File: config.mk
export PLATFORM = sky130hd
export DESIGN_NAME = usr_top
export DESIGN_NICKNAME = d
export VERILOG_FILES = /design/src/rtl/usr_pkg.sv /design/src/rtl/usr_edge_fill.sv /design/src/rtl/usr_slice.sv /design/src/rtl/usr_top.sv
export SDC_FILE = /design/constraint.sdc
export NUM_CORES = 1
export LEC_CHECK = 0
export ABC_AREA = 1
export BUFFER_PORTS_ARGS = -buffer_cell sky130_fd_sc_hd__buf_2
export CAP_MARGIN = 10
export CORE_AREA = 4 4 41 43
export CTS_BUF_LIST = sky130_fd_sc_hd__clkbuf_4 sky130_fd_sc_hd__clkbuf_8
export CTS_CLUSTER_SIZE = 24
export DETAILED_ROUTE_END_ITERATION = 7
export DIE_AREA = 0 0 45 47
export MAX_ROUTING_LAYER = met4
export PLACE_DENSITY_LB_ADDON = 0.3
export SLEW_MARGIN = 10
export SYNTH_ARGS = -nofsm -noshare
export SYNTH_HDL_FRONTEND = slang
export SYNTH_HIERARCHICAL = 1
export SYNTH_SLANG_ARGS = --single-unit
File: constraint.sdc
create_clock -name clk -period 2.4 [get_ports clk]
set_clock_uncertainty 0.2 [all_clocks]
set_input_delay 0.36 -clock clk [delete_from_list [all_inputs] [get_ports clk]]
set_output_delay 0.36 -clock clk [all_outputs]
set_load 0.01 [all_outputs]
File: src/rtl/usr_pkg.sv
// Package: shared operation encoding for the universal shift register.
// Assumes: the two-bit code values are fixed by the interface.
package usr_pkg;
    typedef enum logic [1:0] {
        OP_HOLD  = 2'b00,
        OP_UP    = 2'b01,
        OP_DOWN  = 2'b10,
        OP_LOAD  = 2'b11
    } usr_op_e;
endpackage

File: src/rtl/usr_edge_fill.sv
// Module: usr_edge_fill
// Works out the outer neighbour values seen by the two end slices.
// Assumes: the old MSB is taken from the registered output.
module usr_edge_fill (
    input  logic arith,
    input  logic ser_hi,
    input  logic old_msb,
    output logic top_fill
);
    // Choose between the serial input and sign repetition for the top slice.
    always_comb begin
        top_fill = arith ? old_msb : ser_hi;
    end
endmodule

File: src/rtl/usr_slice.sv
// Module: usr_slice
// One bit of the register: a four-way selector in front of a single flop.
// Assumes: neighbour inputs already include the edge fill values.
module usr_slice
    import usr_pkg::*;
(
    input  logic    clk,
    input  logic    rst_n,
    input  usr_op_e op,
    input  logic    from_below,
    input  logic    from_above,
    input  logic    par_in,
    output logic    bit_q
);
    logic nxt;

    // Select the next bit value according to the operation code.
    always_comb begin
        unique case (op)
            OP_HOLD: nxt = bit_q;
            OP_UP:   nxt = from_below;
            OP_DOWN: nxt = from_above;
            OP_LOAD: nxt = par_in;
            default: nxt = bit_q;
        endcase
    end

    // Store the selected value; a low reset clears the bit.
    always_ff @(posedge clk) begin
        if (!rst_n) bit_q <= 1'b0;
        else        bit_q <= nxt;
    end
endmodule

File: src/rtl/usr_top.sv
// Module: usr_top
// Universal shift register: hold, move toward MSB, move toward LSB, or
// parallel load, with a logical or arithmetic fill for moves toward LSB.
// Assumes: single clock domain, synchronous active-low reset.
module usr_top
    import usr_pkg::*;
#(
    parameter int WIDTH = 4
) (
    input  logic             clk,
    input  logic             rst_n,
    input  logic [1:0]       op,
    input  logic             arith,
    input  logic             ser_lo,
    input  logic             ser_hi,
    input  logic [WIDTH-1:0] pdata,
    output logic [WIDTH-1:0] q
);
    localparam int MSB = WIDTH - 1;

    usr_op_e    op_e;
    logic       top_fill;
    logic [WIDTH+1:0] ext;   // ext[0] = ser_lo, ext[WIDTH+1] = top fill

    // Map the raw code onto the shared enumeration.
    always_comb begin
        op_e = usr_op_e'(op);
    end

    usr_edge_fill u_fill (
        .arith    (arith),
        .ser_hi   (ser_hi),
        .old_msb  (q[MSB]),
        .top_fill (top_fill)
    );

    // Build the extended neighbour vector around the stored word.
    always_comb begin
        ext = {top_fill, q, ser_lo};
    end

    for (genvar i = 0; i < WIDTH; i++) begin : g_slice
        usr_slice u_slice (
            .clk        (clk),
            .rst_n      (rst_n),
            .op         (op_e),
            .from_below (ext[i]),
            .from_above (ext[i+2]),
            .par_in     (pdata[i]),
            .bit_q      (q[i])
        );
    end
endmodule

Yosys cells after proc, flatten, opt, wreduce, memory -nomap -nowiden --
Cells that the tools add are included.
Operators by class: muxes and demuxes 5, bitwise gates (word level) 1, reductions and logical operators 2, equal/unequal tests 4
Operator list (number):
- $pmux 1 s3 | 4
- $eq 2x2->1 const B | 2
- $eq 2x1->1 const B | 1
- $logic_not 2->1 | 1
- $ne 2x2->1 const B | 1
- $reduce_and 2->1 | 1
- $mux 1 | 1
- $not 1->1 | 1
Storage, ports and cells: word-level logic and storage cells 16, input port bits 11, register bits after elaboration 4

Longest topological paths before layout --
Gate-level depths: netlist (run 1).
word-level depth 3, gate-level depth with buffers 7

Cells and area by module --
The synthesis (run 1) kept the hierarchy.
By module, submodules not included:
- usr_slice | seq. area each 20.0 µm², cells an instance 13, area an instance 68.8 µm², times used 4
- usr_edge_fill | seq. area each 0.0 µm², cells an instance 4, area an instance 15.0 µm², times used 1

Worst setup path after synthesis (run 1) --
No wires, ideal clock.
path kind reg-to-reg, start reg, netlist name g_slice[3].u_slice/bit_q, end reg g_slice[3].u_slice.bit_q, setup slack 1.403 ns, required time 2.138 ns, stages on the path, launching flop included 7, buffers on the path 0, arrival time 0.735 ns, cells stage by stage dfxtp_1 > nand2_1 > nand2_1 > inv_1 > nor2_1 > nor2_1 > nor2_2
RTL lines:
- end signal, assigned | RTL line usr_slice.sv:31 | else bit_q <= nxt;
- end, declared | RTL line usr_slice.sv:13 | output logic bit_q

Final worst setup path (run 1) --
start reg g_slice[2].u_slice.bit_q, end out q[2]
RTL lines:
- start, declared | RTL line usr_slice.sv:13
- start signal, assigned | RTL line usr_slice.sv:31
- end, declared | RTL line usr_top.sv:17 | output logic [WIDTH-1:0] q
No word-level cell between the ends.

==> results of run 1 <==
[routing by layer]
metal	up-vias	global-route usage [%]	wire (µm)
li1	194	-	-
met4	0	3.51	0
met2	17	10.5	274
met1	136	9.61	335
met5	-	-	0
met3	0	7.28	103
[layout make-up]
cell class	count	area (µm²)
repair buffers	14	70.1
inverters	13	48.8
flip-flops and latches	4	80.1
well taps	15	18.8
multi-input cells	39	161
clock buffers	3	22.5
fillers	162	900
[path summary, 6_finish.rpt]
path                                         startpoint                                    end  slack (ns)  cells past startpoint
setup / recovery  g_slice[2].u_slice/bit_q$_SDFFE_PN0P_                                   q[2]        1.07                      1
hold / removal                                    rst_n  g_slice[2].u_slice/bit_q$_SDFFE_PN0P_        0.19                      3
setup reg to reg  g_slice[3].u_slice/bit_q$_SDFFE_PN0P_  g_slice[3].u_slice/bit_q$_SDFFE_PN0P_        1.40                      6
hold reg to reg   g_slice[0].u_slice/bit_q$_SDFFE_PN0P_  g_slice[0].u_slice/bit_q$_SDFFE_PN0P_        0.38                      4
[through the flow]
stage / hold WS (ns) / utilization [%] / instances
global placement: 0.370 / 29.1 / 85
CTS: 0.185 / 30.9 / 88
detailed placement: 0.374 / 29.1 / 85
floorplan: 0.295 / - / 56
global route: 0.202 / 30.9 / 88
finish: 0.193 / 30.9 / 88
[logic make-up (layout without fill, tap and decap cells)]
family	Yosys count	count (layout)	synth area share (%)
simple gates	39	39	55.6
buf+inv	13	30	16.8
flops	4	4	27.6
[Yosys cell counts]
master	n
sky130_fd_sc_hd__nor2_2	4
sky130_fd_sc_hd__dfxtp_1	4
sky130_fd_sc_hd__nor2_1	8
sky130_fd_sc_hd__inv_1	13
sky130_fd_sc_hd__nand2_1	23
sky130_fd_sc_hd__nand3_1	4
[cell usage in the layout, fill, tap and decap left out]
| cell | count |
|---|---|
| sky130_fd_sc_hd__nand2_1 | 23 |
| sky130_fd_sc_hd__buf_2 | 14 |
| sky130_fd_sc_hd__inv_1 | 13 |
| sky130_fd_sc_hd__nor2_1 | 8 |
| sky130_fd_sc_hd__nand3_1 | 4 |
| sky130_fd_sc_hd__nor2_2 | 4 |
| sky130_fd_sc_hd__dfxtp_1 | 4 |
| sky130_fd_sc_hd__clkbuf_4 | 3 |
[worst register-to-register path: cells and delay by family (launching register included)]
family / cells / cell delay [ns]
flops: 1 / 0.32
simple gates: 5 / 0.33
buf+inv: 1 / 0.05
[report_power, final]
| part | switching (mW) | total, mW | internal (mW) |
|---|---|---|---|
| clock network | 0.0315 | 0.0877 | 0.0562 |
| registers | 0.00448 | 0.0763 | 0.0719 |
| logic | 0.0258 | 0.0456 | 0.0198 |
==> summary.txt, run 1 <==
Status
  • Run status: completed

Placed design
  • Final GP Congestion: 0.699
  • DP Area: 379 µm²
  • Place WS: 1.19 ns
  • Count of input and output buffers: 14

Clock tree
  • H-tree levels: 1
  • Clock sinks: 4
  • CTS tree: done
  • Maximum clock insertion buffer count: 2
  • Root cell of the clock tree: sky130_fd_sc_hd__clkbuf_4
  • Hold_buf cts: 0
  • Clk pin slew, worst setup/hold paths: 0.04 ns
  • Resize count post-CTS: 0
  • Skew-Pair Late Insertion Delay: 0.24 ns
  • CTS buffer count: 3
  • Post-CTS setup buffer count: 0

Timing
  • Count of endpoints failing setup in the final report: 0
  • Worst Max-Slew Pin Slew: 0.253 ns
  • Final Slew Violations: 0
  • Highest clock frequency the design can meet: 750 MHz
  • RSZ-0062 raised after global routing: false
  • Count of endpoints failing hold in the final timing report: 0
  • Worst Setup Slack, final: 1.07 ns
  • Tcrit/Tclk final: 55.6%
  • Clock period minus worst slack: 1.33 ns
  • Total negative setup slack: 0 ns
  • Worst slew slack as a fraction of its limit: 83.2%

Yosys
  • Library cell occupying the most area in the post-synthesis netlist: sky130_fd_sc_hd__nand2_1
  • Cell count after synthesis: 56
  • Avg Inst Size Synth: 5.18 µm²
  • Synthesis-stage register bit count: 4
  • Area fraction of the dominant cell type after synthesis: 29.7%
  • Post-synthesis cell type count: 6
  • Synth Warn #: 6
  • Area of the mapped netlist: 290 µm²
  • Cells taking the most area after synthesis: sky130_fd_sc_hd__nand2_1, sky130_fd_sc_hd__dfxtp_1, sky130_fd_sc_hd__inv_1
  • Synthesized net count: 67
  • Sequential-to-total area share from yosys stat: 27.6%

Critical path
  • Maximum cell stage delay along the critical path: 0.38 ns
  • Kind of cell adding the most delay to the critical path: flip-flops
  • Maximum fanout along the worst path: 4
  • Max stage delay cell, worst path: sky130_fd_sc_hd__dfxtp_1
  • Category of the worst setup path launch point: register
  • Ordered cell list for the critical path: buf_2
  • Crit path buf inv count: 1
  • Worst EP required: 1.84 ns
  • Critical path endpoint category: output pin
  • Data arrival time at the worst-slack endpoint: 0.77 ns
  • Critical path type: reg2out

Floorplanning
  • Die footprint: 2120 µm²
  • Core outline area: 1300 µm²
  • Die outline height: 47 µm
  • Count of boundary I/O pins: 15
  • Total number of placement rows: 13
  • X dimension of the die: 45 µm
  • Starting density of the core: 22.3%

Global route
  • GRT Overall Usage: 8.50%
  • Global-route wire length before repair: 1170 µm
  • Largest net degree at the start of global routing: 17
  • Antenna violations before repair: 0
  • Overall overflow remaining after global route: 0
  • Vias in the first global route: 299

Detailed routing
  • Iteration-0 DRC Markers: 4
  • Detailed-route wire length per cell: 8.09 µm
  • DRT Wirelength: 712 µm
  • Number of DRC violations after detailed routing: 0
  • Via/cell ratio: 3.94
  • Routed vias: 347
  • DRT antenna net count: 0
  • Length of the first detailed-routing pass in iterations: 3

Finish
  • Total number of nets in the final design: 86
  • Layout cell share with drive strength beyond 1: 28.8%
  • Max reg flops: 4
  • Post-route cell area: 402 µm²
  • Register name with the most flops: g_slice.u_slice/bit_q
  • Diodes inserted: 0
  • Area growth syn-to-layout: 38.4%
  • Registers with the most flip-flops: g_slice.u_slice/bit_q (4)

Hold path
  • Hold Path Class: in2reg

Power
  • PD cells: 522 nW/µm²
  • Max rail drop VDD: 0.000252 V
  • Static power due to leakage: 0.253 nW
  • Total power after layout: 0.210 mW

Run
  • Max-capacitance violation count: 0
Power figures use the tool's default switching activity.
==> run 2: changes to the inputs <==
==> constraint.sdc (replaced) <==
create_clock -name clk -period 1.2 [get_ports clk]
set_clock_uncertainty 0.2 [all_clocks]
set_input_delay 0.18 -clock clk [delete_from_list [all_inputs] [get_ports clk]]
set_output_delay 0.18 -clock clk [all_outputs]
set_load 0.01 [all_outputs]
==> summary.txt, run 2 (synthesis gave the netlist of run 1 again) <==
Clock tree
  • Maximum clock insertion buffer count: 2 (unchanged)
  • H-tree levels: 1 (unchanged)
  • Skew-Pair Late Insertion Delay: 0.24 ns (about the same)
  • CTS tree: done (unchanged)
  • Resize count post-CTS: 0 (unchanged)
  • Clk pin slew, worst setup/hold paths: 0.04 ns (about the same)
  • Post-CTS setup buffer count: 0 (unchanged)
  • Hold_buf cts: 0 (unchanged)
  • Root cell of the clock tree: sky130_fd_sc_hd__clkbuf_4 (unchanged)
  • CTS buffer count: 3 (unchanged)
  • Clock sinks: 4 (unchanged)

Floorplanning
  • Core outline area: 1300 µm² (unchanged)
  • Count of boundary I/O pins: 15 (unchanged)
  • X dimension of the die: 45 µm (unchanged)
  • Starting density of the core: 22.3% (unchanged)
  • Die footprint: 2120 µm² (unchanged)
  • Total number of placement rows: 13 (unchanged)
  • Die outline height: 47 µm (unchanged)

Timing
  • Count of endpoints failing hold in the final timing report: 0 (unchanged)
  • Worst Max-Slew Pin Slew: 0.264 ns (was 0.253 ns)
  • RSZ-0062 raised after global routing: false (unchanged)
  • Highest clock frequency the design can meet: 884 MHz
  • Final Slew Violations: 0 (unchanged)
  • Total negative setup slack: 0 ns (unchanged)
  • Minimum hold slack: 0.0106 ns (was 0.193 ns)
  • Clock period minus worst slack: 1.13 ns
  • Tcrit/Tclk final: 94.2%
  • Count of endpoints failing setup in the final report: 0 (unchanged)
  • Worst slew slack as a fraction of its limit: 82.4% (was 83.2%)

Placed design
  • DP Area: 379 µm² (unchanged)
  • Final HPWL from detailed placement: 509 µm
  • Count of input and output buffers: 14 (unchanged)
  • Final GP Congestion: 0.709 (was 0.699)

Critical path
  • Origin of the critical flop-to-flop path: g_slice[3].u_slice/bit_q$_SDFFE_PN0P_ (unchanged)
  • Data arrival time at the worst-slack endpoint: 0.75 ns (was 0.77 ns)
  • Maximum cell stage delay along the critical path: 0.36 ns (was 0.38 ns)
  • Worst reg2reg path depth: 6 (unchanged)
  • Ordered cell list for the critical path: buf_2 (unchanged)
  • Critical path type: reg2out (unchanged)
  • Category of the worst setup path launch point: register (unchanged)
  • Max stage delay cell, worst path: sky130_fd_sc_hd__dfxtp_1 (unchanged)
  • Reg-to-reg endpoint: g_slice[3].u_slice/bit_q$_SDFFE_PN0P_ (unchanged)
  • Critical path endpoint category: output pin (unchanged)
  • Maximum fanout along the worst path: 4 (unchanged)
  • Reg2reg setup slack: 0.20 ns (was 1.40 ns)
  • Crit path buf inv count: 1 (unchanged)
  • Worst EP required: 0.82 ns (was 1.84 ns)
  • Kind of cell adding the most delay to the critical path: flip-flops (unchanged)

Finish
  • Commonest cells after routing, fill and taps aside: sky130_fd_sc_hd__nand2_1, sky130_fd_sc_hd__buf_2, sky130_fd_sc_hd__inv_1 (unchanged)
  • Area growth syn-to-layout: 38.4% (unchanged)
  • Layout cell share with drive strength beyond 1: 28.8% (unchanged)
  • Registers with the most flip-flops: g_slice.u_slice/bit_q (4) (unchanged)
  • Register name with the most flops: g_slice.u_slice/bit_q (unchanged)
  • Leading cell type in the layout, fill and taps excluded: sky130_fd_sc_hd__nand2_1 (unchanged)
  • Total number of nets in the final design: 86 (unchanged)
  • Finished Core Util: 30.9% (unchanged)
  • Max reg flops: 4 (unchanged)
  • Fillers: 156 (was 162)
  • Post-route cell area: 402 µm² (unchanged)
  • Diodes inserted: 0 (unchanged)

Power
  • Static power due to leakage: 0.253 nW (unchanged)
  • Max rail drop VDD: 0.000609 V (was 0.000252 V)
  • Total power after layout: 0.422 mW (was 0.210 mW)
  • PD cells: 1050 nW/µm² (was 522 nW/µm²)

Hold path
  • Startpoint of the worst hold path: rst_n (unchanged)
  • Destination of the worst hold path: g_slice[3].u_slice/bit_q$_SDFFE_PN0P_ (was g_slice[2].u_slice/bit_q$_SDFFE_PN0P_)
  • Hold Path Class: in2reg (unchanged)
  • Number of cells on the worst hold path: 3 (unchanged)

Status
  • Run status: completed (unchanged)

Detailed routing
  • DRT Wirelength: 702 µm (was 712 µm)
  • Routed vias: 346 (was 347)
  • Iteration-0 DRC Markers: 1 (was 4)
  • Via/cell ratio: 3.93 (was 3.94)
  • DRT antenna net count: 0 (unchanged)
  • Length of the first detailed-routing pass in iterations: 4 (was 3)
  • Number of DRC violations after detailed routing: 0 (unchanged)
  • Detailed-route wire length per cell: 7.98 µm (was 8.09 µm)

Run
  • Max-capacitance violation count: 0 (unchanged)

Global route
  • Overall overflow remaining after global route: 0 (unchanged)
  • Global-route wire length before repair: 1190 µm (was 1170 µm)
  • Vias in the first global route: 292 (was 299)
  • Largest net degree at the start of global routing: 17 (unchanged)
  • GRT Overall Usage: 8.88% (was 8.50%)
  • Antenna violations before repair: 0 (unchanged)
==> run 2: per-stage QoR <==
| step | instances | worst slack (ns) |
|---|---|---|
| floorplan | 56 | 0.203 |
| global placement | 85 | 0.189 |
| detailed placement | 85 | 0.170 |
| CTS | 88 | 0.0637 |
| global route | 88 | 0.00657 |
| finish | 88 | 0.0691 |
==> run 2: area by class of cell <==
cell class / instances / area (µm²) / area share, %
Multi-Input combinational cell: 39 / 161 / 40.2
Timing Repair Buffer: 14 / 70.1 / 17.4
Clock buffer: 3 / 22.5 / 5.61
Sequential cell: 4 / 80.1 / 19.9
Inverter: 13 / 48.8 / 12.1
Tap cell: 15 / 18.8 / 4.67
==> run 2: power by group <==
group          leakage (nW)  internal, mW  switching (mW)
sequential           0.0332         0.144         0.00838
combinational         0.206        0.0397          0.0521
clock                0.0138         0.113          0.0655
total                 0.253         0.296           0.126
==> run 2: worst max-delay path by stage <==
| stage | start | end | slack (ns) | depth (start not counted) |
|---|---|---|---|---|
| floorplan | g_slice[3].u_slice/bit_q$_SDFFE_PN0P_ | g_slice[3].u_slice/bit_q$_SDFFE_PN0P_ | 0.20 | 6 |
| global placement | op[0] | g_slice[1].u_slice/bit_q$_SDFFE_PN0P_ | 0.19 | 6 |
| detailed placement | op[0] | g_slice[3].u_slice/bit_q$_SDFFE_PN0P_ | 0.17 | 6 |
| CTS | g_slice[2].u_slice/bit_q$_SDFFE_PN0P_ | q[2] | 0.06 | 1 |
| global route | g_slice[1].u_slice/bit_q$_SDFFE_PN0P_ | q[1] | 0.007 | 1 |
| finish | g_slice[2].u_slice/bit_q$_SDFFE_PN0P_ | q[2] | 0.07 | 1 |
==> run 2: per-layer routing <==
layer,global-route usage [%],part of all wire (%)
met5,-,0
met1,10.7,48
met2,9.89,36
met4,5.26,1.3
met3,6.90,14
==> run 3: changes to the inputs <==
--- a/config.mk
+++ b/config.mk
@@ -15,6 +15,7 @@
 export DIE_AREA = 0 0 45 47
 export MAX_ROUTING_LAYER = met4
 export PLACE_DENSITY_LB_ADDON = 0.3
+export SETUP_SLACK_MARGIN = 0.2
 export SLEW_MARGIN = 10
 export SYNTH_ARGS = -nofsm -noshare
 export SYNTH_HDL_FRONTEND = slang
==> summary.txt, run 3 (synthesis gave the netlist of run 1 again) <==
Clock tree
  • Maximum clock insertion buffer count: 2 (unchanged)
  • CTS buffer count: 3 (unchanged)
  • Clk pin slew, worst setup/hold paths: 0.04 ns (about the same)
  • CTS tree: done (unchanged)
  • H-tree levels: 1 (unchanged)
  • Clock sinks: 4 (unchanged)
  • Skew-Pair Late Insertion Delay: 0.24 ns (about the same)
  • Root cell of the clock tree: sky130_fd_sc_hd__clkbuf_4 (unchanged)

Timing
  • Total negative setup slack: 0 ns (unchanged)
  • Worst slew slack as a fraction of its limit: 79.9% (was 82.4%)
  • Tcrit/Tclk final: 88.6% (was 94.2%)
  • Worst Setup Slack, final: 0.137 ns (was 0.0691 ns)
  • Count of endpoints failing hold in the final timing report: 0 (unchanged)
  • Minimum hold slack: 0.00825 ns (was 0.0106 ns)
  • Count of endpoints failing setup in the final report: 0 (unchanged)
  • Worst Max-Slew Pin Slew: 0.301 ns (was 0.264 ns)
  • Clock period minus worst slack: 1.06 ns (was 1.13 ns)
  • RSZ-0062 raised after global routing: true (was false)
  • Final Slew Violations: 0 (unchanged)
  • Highest clock frequency the design can meet: 941 MHz (was 884 MHz)

Finish
  • Commonest cells after routing, fill and taps aside: sky130_fd_sc_hd__nand2_1, sky130_fd_sc_hd__inv_1, sky130_fd_sc_hd__buf_2 (was sky130_fd_sc_hd__nand2_1, sky130_fd_sc_hd__buf_2, sky130_fd_sc_hd__inv_1)
  • Area growth syn-to-layout: 73.3% (was 38.4%)
  • Diodes inserted: 0 (unchanged)
  • Registers with the most flip-flops: g_slice.u_slice/bit_q (4) (unchanged)
  • Leading cell type in the layout, fill and taps excluded: sky130_fd_sc_hd__nand2_1 (unchanged)
  • Max reg flops: 4 (unchanged)
  • Layout cell share with drive strength beyond 1: 53.2% (was 28.8%)
  • Total number of nets in the final design: 90 (was 86)
  • Register name with the most flops: g_slice.u_slice/bit_q (unchanged)
  • Post-route non-filler standard cell count: 92 (was 88)

Floorplanning
  • Count of boundary I/O pins: 15 (unchanged)
  • Core outline area: 1300 µm² (unchanged)
  • Starting density of the core: 22.3% (unchanged)
  • Total number of placement rows: 13 (unchanged)
  • X dimension of the die: 45 µm (unchanged)
  • Die outline height: 47 µm (unchanged)
  • Die footprint: 2120 µm² (unchanged)

Placed design
  • Count of placed standard cells including taps: 85 (unchanged)
  • Final GP Congestion: 0.709 (unchanged)
  • Place WS: 0.170 ns (unchanged)
  • Count of input and output buffers: 14 (unchanged)
  • Final HPWL from detailed placement: 509 µm (unchanged)

Detailed routing
  • Via/cell ratio: 4.18 (was 3.93)
  • Iteration-0 DRC Markers: 3 (was 1)
  • DRT antenna net count: 0 (unchanged)
  • Detailed-route wire length per cell: 9.83 µm (was 7.98 µm)
  • Length of the first detailed-routing pass in iterations: 2 (was 4)
  • Routed vias: 385 (was 346)
  • Number of DRC violations after detailed routing: 0 (unchanged)
  • DRT Wirelength: 904 µm (was 702 µm)

Critical path
  • Reg-to-reg endpoint: g_slice[1].u_slice/bit_q$_SDFFE_PN0P_ (was g_slice[3].u_slice/bit_q$_SDFFE_PN0P_)
  • Maximum cell stage delay along the critical path: 0.34 ns (was 0.36 ns)
  • Crit path capture: q[2] (unchanged)
  • Ordered cell list for the critical path: buf_6 (was buf_2)
  • Critical path type: reg2out (unchanged)
  • Critical path endpoint category: output pin (unchanged)
  • Data arrival time at the worst-slack endpoint: 0.68 ns (was 0.75 ns)
  • Reg2reg setup slack: 0.20 ns (about the same)
  • Category of the worst setup path launch point: register (unchanged)
  • Worst EP required: 0.82 ns (about the same)
  • Max stage delay cell, worst path: sky130_fd_sc_hd__dfxtp_2 (was sky130_fd_sc_hd__dfxtp_1)
  • Origin of the critical flop-to-flop path: g_slice[1].u_slice/bit_q$_SDFFE_PN0P_ (was g_slice[3].u_slice/bit_q$_SDFFE_PN0P_)
  • CP startpoint: g_slice[2].u_slice/bit_q$_SDFFE_PN0P_ (unchanged)
  • Kind of cell adding the most delay to the critical path: flip-flops (unchanged)
  • Cell count along the critical path: 1 (unchanged)
  • Crit path buf inv count: 1 (unchanged)
  • Worst reg2reg path depth: 5 (was 6)
  • Maximum fanout along the worst path: 2 (was 4)

Hold path
  • Hold Path Class: in2reg (unchanged)

Run
  • Max-capacitance violation count: 0 (unchanged)

Global route
  • Largest net degree at the start of global routing: 17 (unchanged)
  • GRT Overall Usage: 10.1% (was 8.88%)
  • Vias in the first global route: 340 (was 292)
  • GR Util met3: 6.90% (unchanged)
  • Routing usage on met2: 12.4% (was 9.89%)
  • Global routing met1 resource utilization: 12.0% (was 10.7%)
  • Most heavily used metal layer in global routing: met2 (was met1)
  • Antenna violations before repair: 0 (unchanged)
  • Global-route wire length before repair: 1390 µm (was 1190 µm)
  • Overall overflow remaining after global route: 0 (unchanged)

Status
  • Run status: completed (unchanged)

Power
  • Static power due to leakage: 0.286 nW (was 0.253 nW)
  • PD cells: 935 nW/µm² (was 1050 nW/µm²)
  • Max rail drop VDD: 0.000590 V (was 0.000609 V)
-- run 3: changes by cell type in the layout (fill, tap and decap cells not counted), sizes merged --
cell,change
buf,+4
-- run 3: how the worst min path moves through the flow --
stage                                            end  cells past startpoint  start  slack [ns]
3_3_place_gp   g_slice[3].u_slice/bit_q$_SDFFE_PN0P_                      3  rst_n        0.26
5_1_grt        g_slice[1].u_slice/bit_q$_SDFFE_PN0P_                      3  rst_n       0.002
3_5_place_dp   g_slice[0].u_slice/bit_q$_SDFFE_PN0P_                      3  rst_n        0.26
4_1_cts        g_slice[0].u_slice/bit_q$_SDFFE_PN0P_                      3  rst_n       0.001
2_1_floorplan  g_slice[0].u_slice/bit_q$_SDFFE_PN0P_                      2  rst_n        0.11
6_report       g_slice[1].u_slice/bit_q$_SDFFE_PN0P_                      3  rst_n       0.008
-- run 3: power by group --
| part | internal (mW) | total (mW) | switching (mW) |
|---|---|---|---|
| logic | 0.0718 | 0.142 | 0.0699 |
| clock network | 0.112 | 0.174 | 0.0612 |
| registers | 0.146 | 0.155 | 0.00923 |
| total | 0.330 | 0.470 | 0.140 |
-- run 3: cell type report --
class	count	area (µm²)
fillers	157	798
clock buffers	3	22.5
well taps	15	18.8
inverters	13	48.8
repair buffers	18	136
multi-input cells	39	191
flip-flops and latches	4	85.1
-- run 3: per-stage QoR --
stage,total power [mW],util [%],area [µm²]
2_1_floorplan,0.204,-,290
6_report,0.470,38.7,503
4_1_cts,0.458,35.5,462
3_5_place_dp,0.247,29.1,379
3_3_place_gp,0.246,29.1,379
5_1_grt,0.517,38.7,503
-- run 3: what timing repair did --
| action | CTS | global route |
|---|---|---|
| setup buffers | 4 | 0 |
| hold endpoints to repair | 0 | 0 |
| pin swaps | 0 | 16 |
| setup endpoints to repair | 5 | 8 |
| hold buffers | 0 | 0 |
| resized for setup | 8 | 15 |
-- run 3: layer usage --
layer / wire length [µm] / share of wire, %
met1: 401 / 44
met2: 405 / 45
met3: 89 / 9.8
met4: 9 / 1.0
met5: 0 / 0
